### src/rtl/fll_pkg.sv
package fll_pkg;
  localparam int CFG_AW = 2;
  localparam int CFG_DW = 32;

  typedef enum logic [CFG_AW-1:0] {
    OFS_BASE   = 2'd0,
    OFS_LENGTH = 2'd1,
    OFS_STATUS = 2'd2
  } cfg_ofs_e;

  localparam int UPD_BIT     = 31;
  localparam int ST_FE_BIT   = 0;
  localparam int ST_DONE_BIT = 1;
endpackage

### src/rtl/fll_regs.sv
module fll_regs
  import fll_pkg::*;
#(
  parameter int ADDR_W = 13,
  parameter int SZW    = 11
) (
  input  logic              clk,
  input  logic              rst,
  input  logic              cfg_wr_en,
  input  logic [CFG_AW-1:0] cfg_addr,
  input  logic [CFG_DW-1:0] cfg_wdata,
  output logic [CFG_DW-1:0] cfg_rdata,
  input  logic              frame_end_i,
  input  logic              accept_i,
  input  logic              done_i,
  output logic [ADDR_W-1:0] base_o,
  output logic [SZW-1:0]    size_o,
  output logic              upd_o,
  output logic              fe_flag_o,
  output logic              done_flag_o
);
  logic [ADDR_W-1:0] base_q;
  logic [SZW-1:0]    size_q;
  logic              upd_q, fe_q, done_q;
  logic              wr_base, wr_len, wr_st;

  assign wr_base = cfg_wr_en && cfg_addr == OFS_BASE   && !upd_q;
  assign wr_len  = cfg_wr_en && cfg_addr == OFS_LENGTH && !upd_q;
  assign wr_st   = cfg_wr_en && cfg_addr == OFS_STATUS;

  always_ff @(posedge clk) begin
    if (rst) begin
      base_q <= '0;
      size_q <= '0;
      upd_q  <= 1'b0;
      fe_q   <= 1'b0;
      done_q <= 1'b0;
    end else begin
      if (wr_base) base_q <= cfg_wdata[ADDR_W-1:0];
      if (accept_i) upd_q <= 1'b0;
      else if (wr_len) begin
        size_q <= cfg_wdata[SZW-1:0];
        upd_q  <= cfg_wdata[UPD_BIT];
      end
      fe_q   <= frame_end_i | (fe_q & ~(wr_st & cfg_wdata[ST_FE_BIT]));
      done_q <= done_i | (done_q & ~(wr_st & cfg_wdata[ST_DONE_BIT]));
    end
  end

  always_ff @(posedge clk) begin
    if (rst) cfg_rdata <= '0;
    else begin
      cfg_rdata <= '0;
      case (cfg_addr)
        OFS_BASE:   cfg_rdata[ADDR_W-1:0] <= base_q;
        OFS_LENGTH: begin
          cfg_rdata[SZW-1:0]  <= size_q;
          cfg_rdata[UPD_BIT]  <= upd_q;
        end
        OFS_STATUS: begin
          cfg_rdata[ST_FE_BIT]   <= fe_q;
          cfg_rdata[ST_DONE_BIT] <= done_q;
        end
        default: cfg_rdata <= '0;
      endcase
    end
  end

  assign base_o      = base_q;
  assign size_o      = size_q;
  assign upd_o       = upd_q;
  assign fe_flag_o   = fe_q;
  assign done_flag_o = done_q;

  AST_LOCKED_BASE: assert property (@(posedge clk) disable iff (rst)
    (cfg_wr_en && cfg_addr == OFS_BASE && upd_q) |=> $stable(base_q));
  AST_LOCKED_SIZE: assert property (@(posedge clk) disable iff (rst)
    (cfg_wr_en && cfg_addr == OFS_LENGTH && upd_q && !accept_i) |=> ($stable(size_q) && upd_q));
  AST_ACCEPT_CLEARS: assert property (@(posedge clk) disable iff (rst)
    accept_i |=> !upd_q);
  AST_FE_STICKY_SET: assert property (@(posedge clk) disable iff (rst)
    frame_end_i |=> fe_q);
endmodule

### src/rtl/fll_stream.sv
module fll_stream #(
  parameter int ADDR_W = 13,
  parameter int SZW    = 11,
  parameter int MEM_AW = 10,
  parameter int DW     = 32
) (
  input  logic              clk,
  input  logic              rst,
  input  logic              start_i,
  input  logic [ADDR_W-1:0] base_i,
  input  logic [SZW-1:0]    size_i,
  output logic              busy_o,
  output logic              done_o,
  output logic              mem_rd_en,
  output logic [MEM_AW-1:0] mem_rd_addr,
  input  logic [2*DW-1:0]   mem_rd_data,
  output logic              rw_valid,
  output logic [DW-1:0]     rw_addr,
  output logic [DW-1:0]     rw_data
);
  localparam int LEN_W = SZW - 3;

  logic [LEN_W-1:0]  entries, rem_q;
  logic [MEM_AW-1:0] first_idx;
  logic              rd_en_q, dv_q, dl_q, busy_q, done_q, rwv_q;
  logic [MEM_AW-1:0] rd_addr_q;
  logic [DW-1:0]     rwa_q, rwd_q;

  assign entries   = size_i[SZW-1:3];
  assign first_idx = base_i[MEM_AW+2:3];

  always_ff @(posedge clk) begin
    if (rst) begin
      rd_en_q   <= 1'b0;
      rd_addr_q <= '0;
      rem_q     <= '0;
      dv_q      <= 1'b0;
      dl_q      <= 1'b0;
      busy_q    <= 1'b0;
      done_q    <= 1'b0;
      rwv_q     <= 1'b0;
      rwa_q     <= '0;
      rwd_q     <= '0;
    end else begin
      if (start_i && entries != '0) begin
        rd_en_q   <= 1'b1;
        rd_addr_q <= first_idx;
        rem_q     <= entries - 1'b1;
      end else if (rd_en_q) begin
        if (rem_q == '0) rd_en_q <= 1'b0;
        else begin
          rem_q     <= rem_q - 1'b1;
          rd_addr_q <= rd_addr_q + 1'b1;
        end
      end
      dv_q  <= rd_en_q;
      dl_q  <= rd_en_q && rem_q == '0;
      rwv_q <= dv_q;
      if (dv_q) begin
        rwa_q <= mem_rd_data[2*DW-1:DW];
        rwd_q <= mem_rd_data[DW-1:0];
      end
      done_q <= (dv_q && dl_q) || (start_i && entries == '0);
      if (start_i && entries != '0) busy_q <= 1'b1;
      else if (dv_q && dl_q)        busy_q <= 1'b0;
    end
  end

  assign busy_o      = busy_q;
  assign done_o      = done_q;
  assign mem_rd_en   = rd_en_q;
  assign mem_rd_addr = rd_addr_q;
  assign rw_valid    = rwv_q;
  assign rw_addr     = rwa_q;
  assign rw_data     = rwd_q;

  AST_WRITE_WHILE_BUSY: assert property (@(posedge clk) disable iff (rst)
    rwv_q |-> (busy_q || done_q));
  AST_READ_STEP: assert property (@(posedge clk) disable iff (rst)
    (rd_en_q && $past(rd_en_q)) |-> rd_addr_q == $past(rd_addr_q) + 1'b1);
  AST_DONE_RELEASES: assert property (@(posedge clk) disable iff (rst)
    done_q |-> (!busy_q && !rd_en_q));
endmodule

### src/rtl/frame_list_loader.sv
module frame_list_loader
  import fll_pkg::*;
#(
  parameter int MEM_AW = 10,
  parameter int LEN_W  = 8,
  parameter int DW     = 32
) (
  input  logic              clk,
  input  logic              rst,
  input  logic              cfg_wr_en,
  input  logic [1:0]        cfg_addr,
  input  logic [31:0]       cfg_wdata,
  output logic [31:0]       cfg_rdata,
  input  logic              frame_end_i,
  output logic              mem_rd_en,
  output logic [MEM_AW-1:0] mem_rd_addr,
  input  logic [2*DW-1:0]   mem_rd_data,
  output logic              rw_valid,
  output logic [DW-1:0]     rw_addr,
  output logic [DW-1:0]     rw_data,
  output logic              irq_frame_end,
  output logic              irq_list_done
);
  localparam int ADDR_W = MEM_AW + 3;
  localparam int SZW    = LEN_W + 3;

  logic [ADDR_W-1:0] base;
  logic [SZW-1:0]    size;
  logic              upd, busy, done, accept;

  assign accept = frame_end_i && upd && !busy;

  fll_regs #(.ADDR_W(ADDR_W), .SZW(SZW)) u_regs (
    .clk(clk), .rst(rst),
    .cfg_wr_en(cfg_wr_en), .cfg_addr(cfg_addr), .cfg_wdata(cfg_wdata),
    .cfg_rdata(cfg_rdata),
    .frame_end_i(frame_end_i), .accept_i(accept), .done_i(done),
    .base_o(base), .size_o(size), .upd_o(upd),
    .fe_flag_o(irq_frame_end), .done_flag_o(irq_list_done)
  );

  fll_stream #(.ADDR_W(ADDR_W), .SZW(SZW), .MEM_AW(MEM_AW), .DW(DW)) u_stream (
    .clk(clk), .rst(rst),
    .start_i(accept), .base_i(base), .size_i(size),
    .busy_o(busy), .done_o(done),
    .mem_rd_en(mem_rd_en), .mem_rd_addr(mem_rd_addr), .mem_rd_data(mem_rd_data),
    .rw_valid(rw_valid), .rw_addr(rw_addr), .rw_data(rw_data)
  );

  AST_IDLE_FE_NO_LOAD: assert property (@(posedge clk) disable iff (rst)
    (frame_end_i && !upd && !busy) |=> !busy);
  AST_BUSY_BLOCKS_ACCEPT: assert property (@(posedge clk) disable iff (rst)
    (frame_end_i && busy && upd) |=> upd);
endmodule

### config.mk
export PLATFORM = sky130hd
export DESIGN_NAME = frame_list_loader
export DESIGN_NICKNAME = d
export VERILOG_FILES = /design/src/rtl/fll_pkg.sv /design/src/rtl/fll_regs.sv /design/src/rtl/fll_stream.sv /design/src/rtl/frame_list_loader.sv
export SDC_FILE = /design/constraint.sdc
export NUM_CORES = 1
export LEC_CHECK = 0
export BUFFER_PORTS_ARGS = -buffer_cell sky130_fd_sc_hd__buf_2
export CORE_AREA = 2 2 106 108
export CTS_BUF_LIST = sky130_fd_sc_hd__clkbuf_8
export DETAILED_ROUTE_END_ITERATION = 12
export DIE_AREA = 0 0 108 110
export GPL_TIMING_DRIVEN = 0
export PLACE_DENSITY = 0.92
export SLEW_MARGIN = 20
export SYNTH_ARGS = -nofsm -noshare
export SYNTH_HDL_FRONTEND = slang
export SYNTH_HIERARCHICAL = 1
export SYNTH_SLANG_ARGS = --single-unit
### constraint.sdc
create_clock -name clk -period 2.6 [get_ports clk]
set_input_delay 0.26 -clock clk [delete_from_list [all_inputs] [get_ports clk]]
set_output_delay 0.26 -clock clk [all_outputs]
set_load 0.01 [all_outputs]
==> summary.txt <==
GRT
  – Antenna violations before repair: 0
  – Vias in the first global route: ~4,300
  – GR Util All Layers: 0.214
  – First-pass GRT wire length: about 20,000 um
  – Largest net degree at the start of global routing: 17
  – Global route total overflow: 0

Clocking
  – Post-CTS Hold Fix Bufs: 0
  – Post-CTS Setup Bufs: 0
  – CTS tree: done
  – H-tree lvl count: 4
  – Worst-path clk slew: approximately 80 ps
  – Worst-Skew Late Latency: about 420 ps
  – Resized Gates After CTS: 2
  – Root Buffer Master: clkbuf_8
  – Clock sink total: 129
  – Clock buffer count from CTS: 17
  – Clock Tree Buf Depth: 2

Placed design
  – # port buffers: around 180
  – Post-DP HPWL: 9580 um
  – Final Wtd Congestion: around 0.86
  – Setup WS pre-CTS: -58.8 ps

Synthesis
  – Ys flop type: dfxtp_1
  – Cells after Synth: roughly 550
  – Number of synthesized register bits: about 130
  – Yosys cell types: between 50 and 60
  – Synth area leaders: dfxtp_1 (49%), mux2i_1 (17%), nor2_1 (6.6%)
  – Synth async-reset ratio: 0
  – Synth area leader: dfxtp_1
  – Ys Warns: 6
  – Mean post-synth cell area: 9.59 um^2
  – Mapped cell area: around 0.0053 mm^2
  – Post-synth EDFFs: 0
  – Yosys top cell area share: 0.487
  – Post-synthesis sequential area ratio: 0.487

Floorplan
  – Row count: 38
  – Vert. Die Dim: ~110 um
  – Die area: 0.0119 mm^2
  – Boundary Pins: 212
  – Die W: about 110 um
  – Initial Util: 0.496
  – Core Area: 0.0107 mm^2

Power and ir drop
  – Sequential share of power: 0.486
  – Switching Share: 0.232
  – P_int: approximately 3200 uW
  – Switching pwr: 968 uW
  – Gate power share: 0.069
  – Tot Pwr: 4170 uW
  – Clock Power Share: 0.445
  – Leak: between 0.003 and 0.004 uW
  – PwrDens: between 600 and 700 mW/mm^2
  – Maximum vdd drop: about 0.39 mV

Routing
  – Detailed-route DRC error count: 0
  – Initial DRC Count: between 300 and 400
  – Via/cell ratio: 5.09
  – Post-DR wirelength/cell: between 10 and 15 um
  – Via count: around 4,700
  – Detailed Route WL: 13,200 um
  – Antenna-violating nets left: 0
  – Drt pass-1 iters: 6

Critical path
  – Startpoint Class: flip-flop
  – Worst reg2reg path startpoint: u_regs/upd_o
  – Reg2Reg Depth: 8
  – WP data required: a little under 3000 ps
  – CP Max Fanout: 6
  – CP endpoint kind: flip-flop
  – Critical Path AT: roughly 2800 ps
  – Flop2flop setup slack: about 100 ps
  – CP Class: reg2reg
  – Reg2reg end: u_stream/rem_q[6]

STA
  – Setup TNS: 0 ps
  – Final min period: approximately 2500 ps
  – RSZ-0062 raised after global routing: no
  – Clock Skew: around 11 ps
  – Fmax: around 0.40 GHz
  – Relative max-transition margin: 0.485
  – Final WS setup: a little over 100 ps
  – Pins Over Slew Limit: 0
  – WHS: a little under 70 ps
  – Final Hold Fails: 0
  – Worst-margin pin slew: between 700 and 800 ps
  – Final setup vio count: 0
  – Post-route clock period utilization: 0.961

Min path
  – HP Class: in2reg
  – WHS Path Cells: 3
  – Min-delay src: mem_rd_data[23]
  – Worst hold path endpoint: u_stream/rw_data[23]

Layout
  – Commonest non-fill, non-tap cell in the layout: buf_2
  – Antenna diodes: 0
  – Fillers: between 800 and 900
  – Net count, final: about 870
  – Area growth from synthesis to final layout: 29.4%
  – Share of layout cells above drive strength 1: 0.335
  – Most frequent cells in the layout: buf_2 (183), dfxtp_1 (128), nor2_1 (93), mux2i_1 (88), nand2_1 (65)
  – Final Util: 0.641

Status
  – Outcome: completed

Flow run
  – Max Cap Viol: 0
==> final cells by class <==
type,count,area (um^2),share of cell area
plain buffers,50,284,0.0414
clock buffers,18,248,0.0361
clock inverters,13,186,0.0272
inverters,4,15.0,0.00219
multi-input cells,387,2490,0.363
flip-flops and latches,129,2580,0.377
well taps,140,175,0.0255
repair buffers,175,876,0.128
==> Yosys cell counts (3+ instances only) <==
library cell / number
dfxtp_1: 129
nor2_1: 93
mux2i_1: 88
nand2_1: 65
a21oi_1: 21
buf_4: 21
clkbuf_1: 16
a211oi_1: 12
buf_2: 8
nand3_1: 8
xor2_1: 6
and3_1: 5
nor4_1: 5
xnor2_1: 5
buf_1: 4
inv_1: 4
nand4_1: 4
o21a_1: 4
mux2_2: 3
nor3b_1: 3
o21ai_0: 3
or2_2: 3
==> kinds of logic (layout without fill, tap and decap cells) <==
| group | Yosys count | count (layout) | synth area share |
|---|---|---|---|
| XOR/XNOR | 11 | 11 | 0.0182 |
| AND/OR/NAND/NOR | 205 | 205 | 0.182 |
| flip-flops | 129 | 129 | 0.487 |
| adder cells (fa/ha/maj) | 2 | 2 | 0.00472 |
| AO/OA/AOI/OAI | 60 | 60 | 0.0786 |
| buffers and inverters | 54 | 260 | 0.0564 |
| multiplexers | 91 | 91 | 0.172 |
| other | 1 | 18 | 0.000707 |
==> worst max path at each step <==
stage | startpoint | endpoint | slack (ps) | cells past startpoint
after global placement | u_regs/upd_o | u_stream/rem_q[6] | -60 | 8
after global routing | u_regs/upd_o | u_stream/rem_q[6] | 2 | 8
after CTS | u_regs/upd_o | u_stream/rem_q[6] | 80 | 8
after floorplan | u_regs/upd_o | u_stream/rem_q[6] | 240 | 8
after detailed placement | u_regs/upd_o | u_stream/rem_q[6] | -60 | 8
final | u_regs/upd_o | u_stream/rem_q[6] | 100 | 8
==> critical path, stage by stage, from the launching register on <==
cell and delay (ps):
dfxtp_2 420, and3b_2 320, mux2_2 360, a31oi_2 270, ha_1 280, o211ai_1 120
nor4_2 310, xor2_1 210, a211oi_2 90
==> registers in the layout (all words and copies together), names as in the netlist, 8 cells and up <==
| register | count |
|---|---|
| u_stream/rw_addr | 32 |
| u_stream/rw_data | 32 |
| u_regs/cfg_rdata | 14 |
| u_regs/base_o | 13 |
| u_regs/size_o | 11 |
| u_stream/mem_rd_addr | 10 |
| u_stream/rem_q | 8 |
==> power groups by stage <==
stage	clock, uW	combinational [uW]	sequential, uW
floorplan	0	167	2070
global placement	0	276	2070
detailed placement	0	282	2070
CTS	1880	285	2020
global route	1980	316	2030
finish	1850	290	2030
==> per-layer routing <==
metal	global-route usage	part of all wire	up-vias
li1	-	-	2292
met4	0.0916	0.023	0
met1	0.254	0.41	2181
met2	0.376	0.51	167
met5	0	0	-
met3	0.0447	0.049	27
==> metrics by stage <==
step | area (um^2) | cells
global route | 6860 | 916
floorplan | 5370 | 570
detailed placement | 6420 | 885
global placement | 6420 | 885
finish | 6860 | 916
CTS | 6850 | 916
Power figures use the tool's default switching activity.
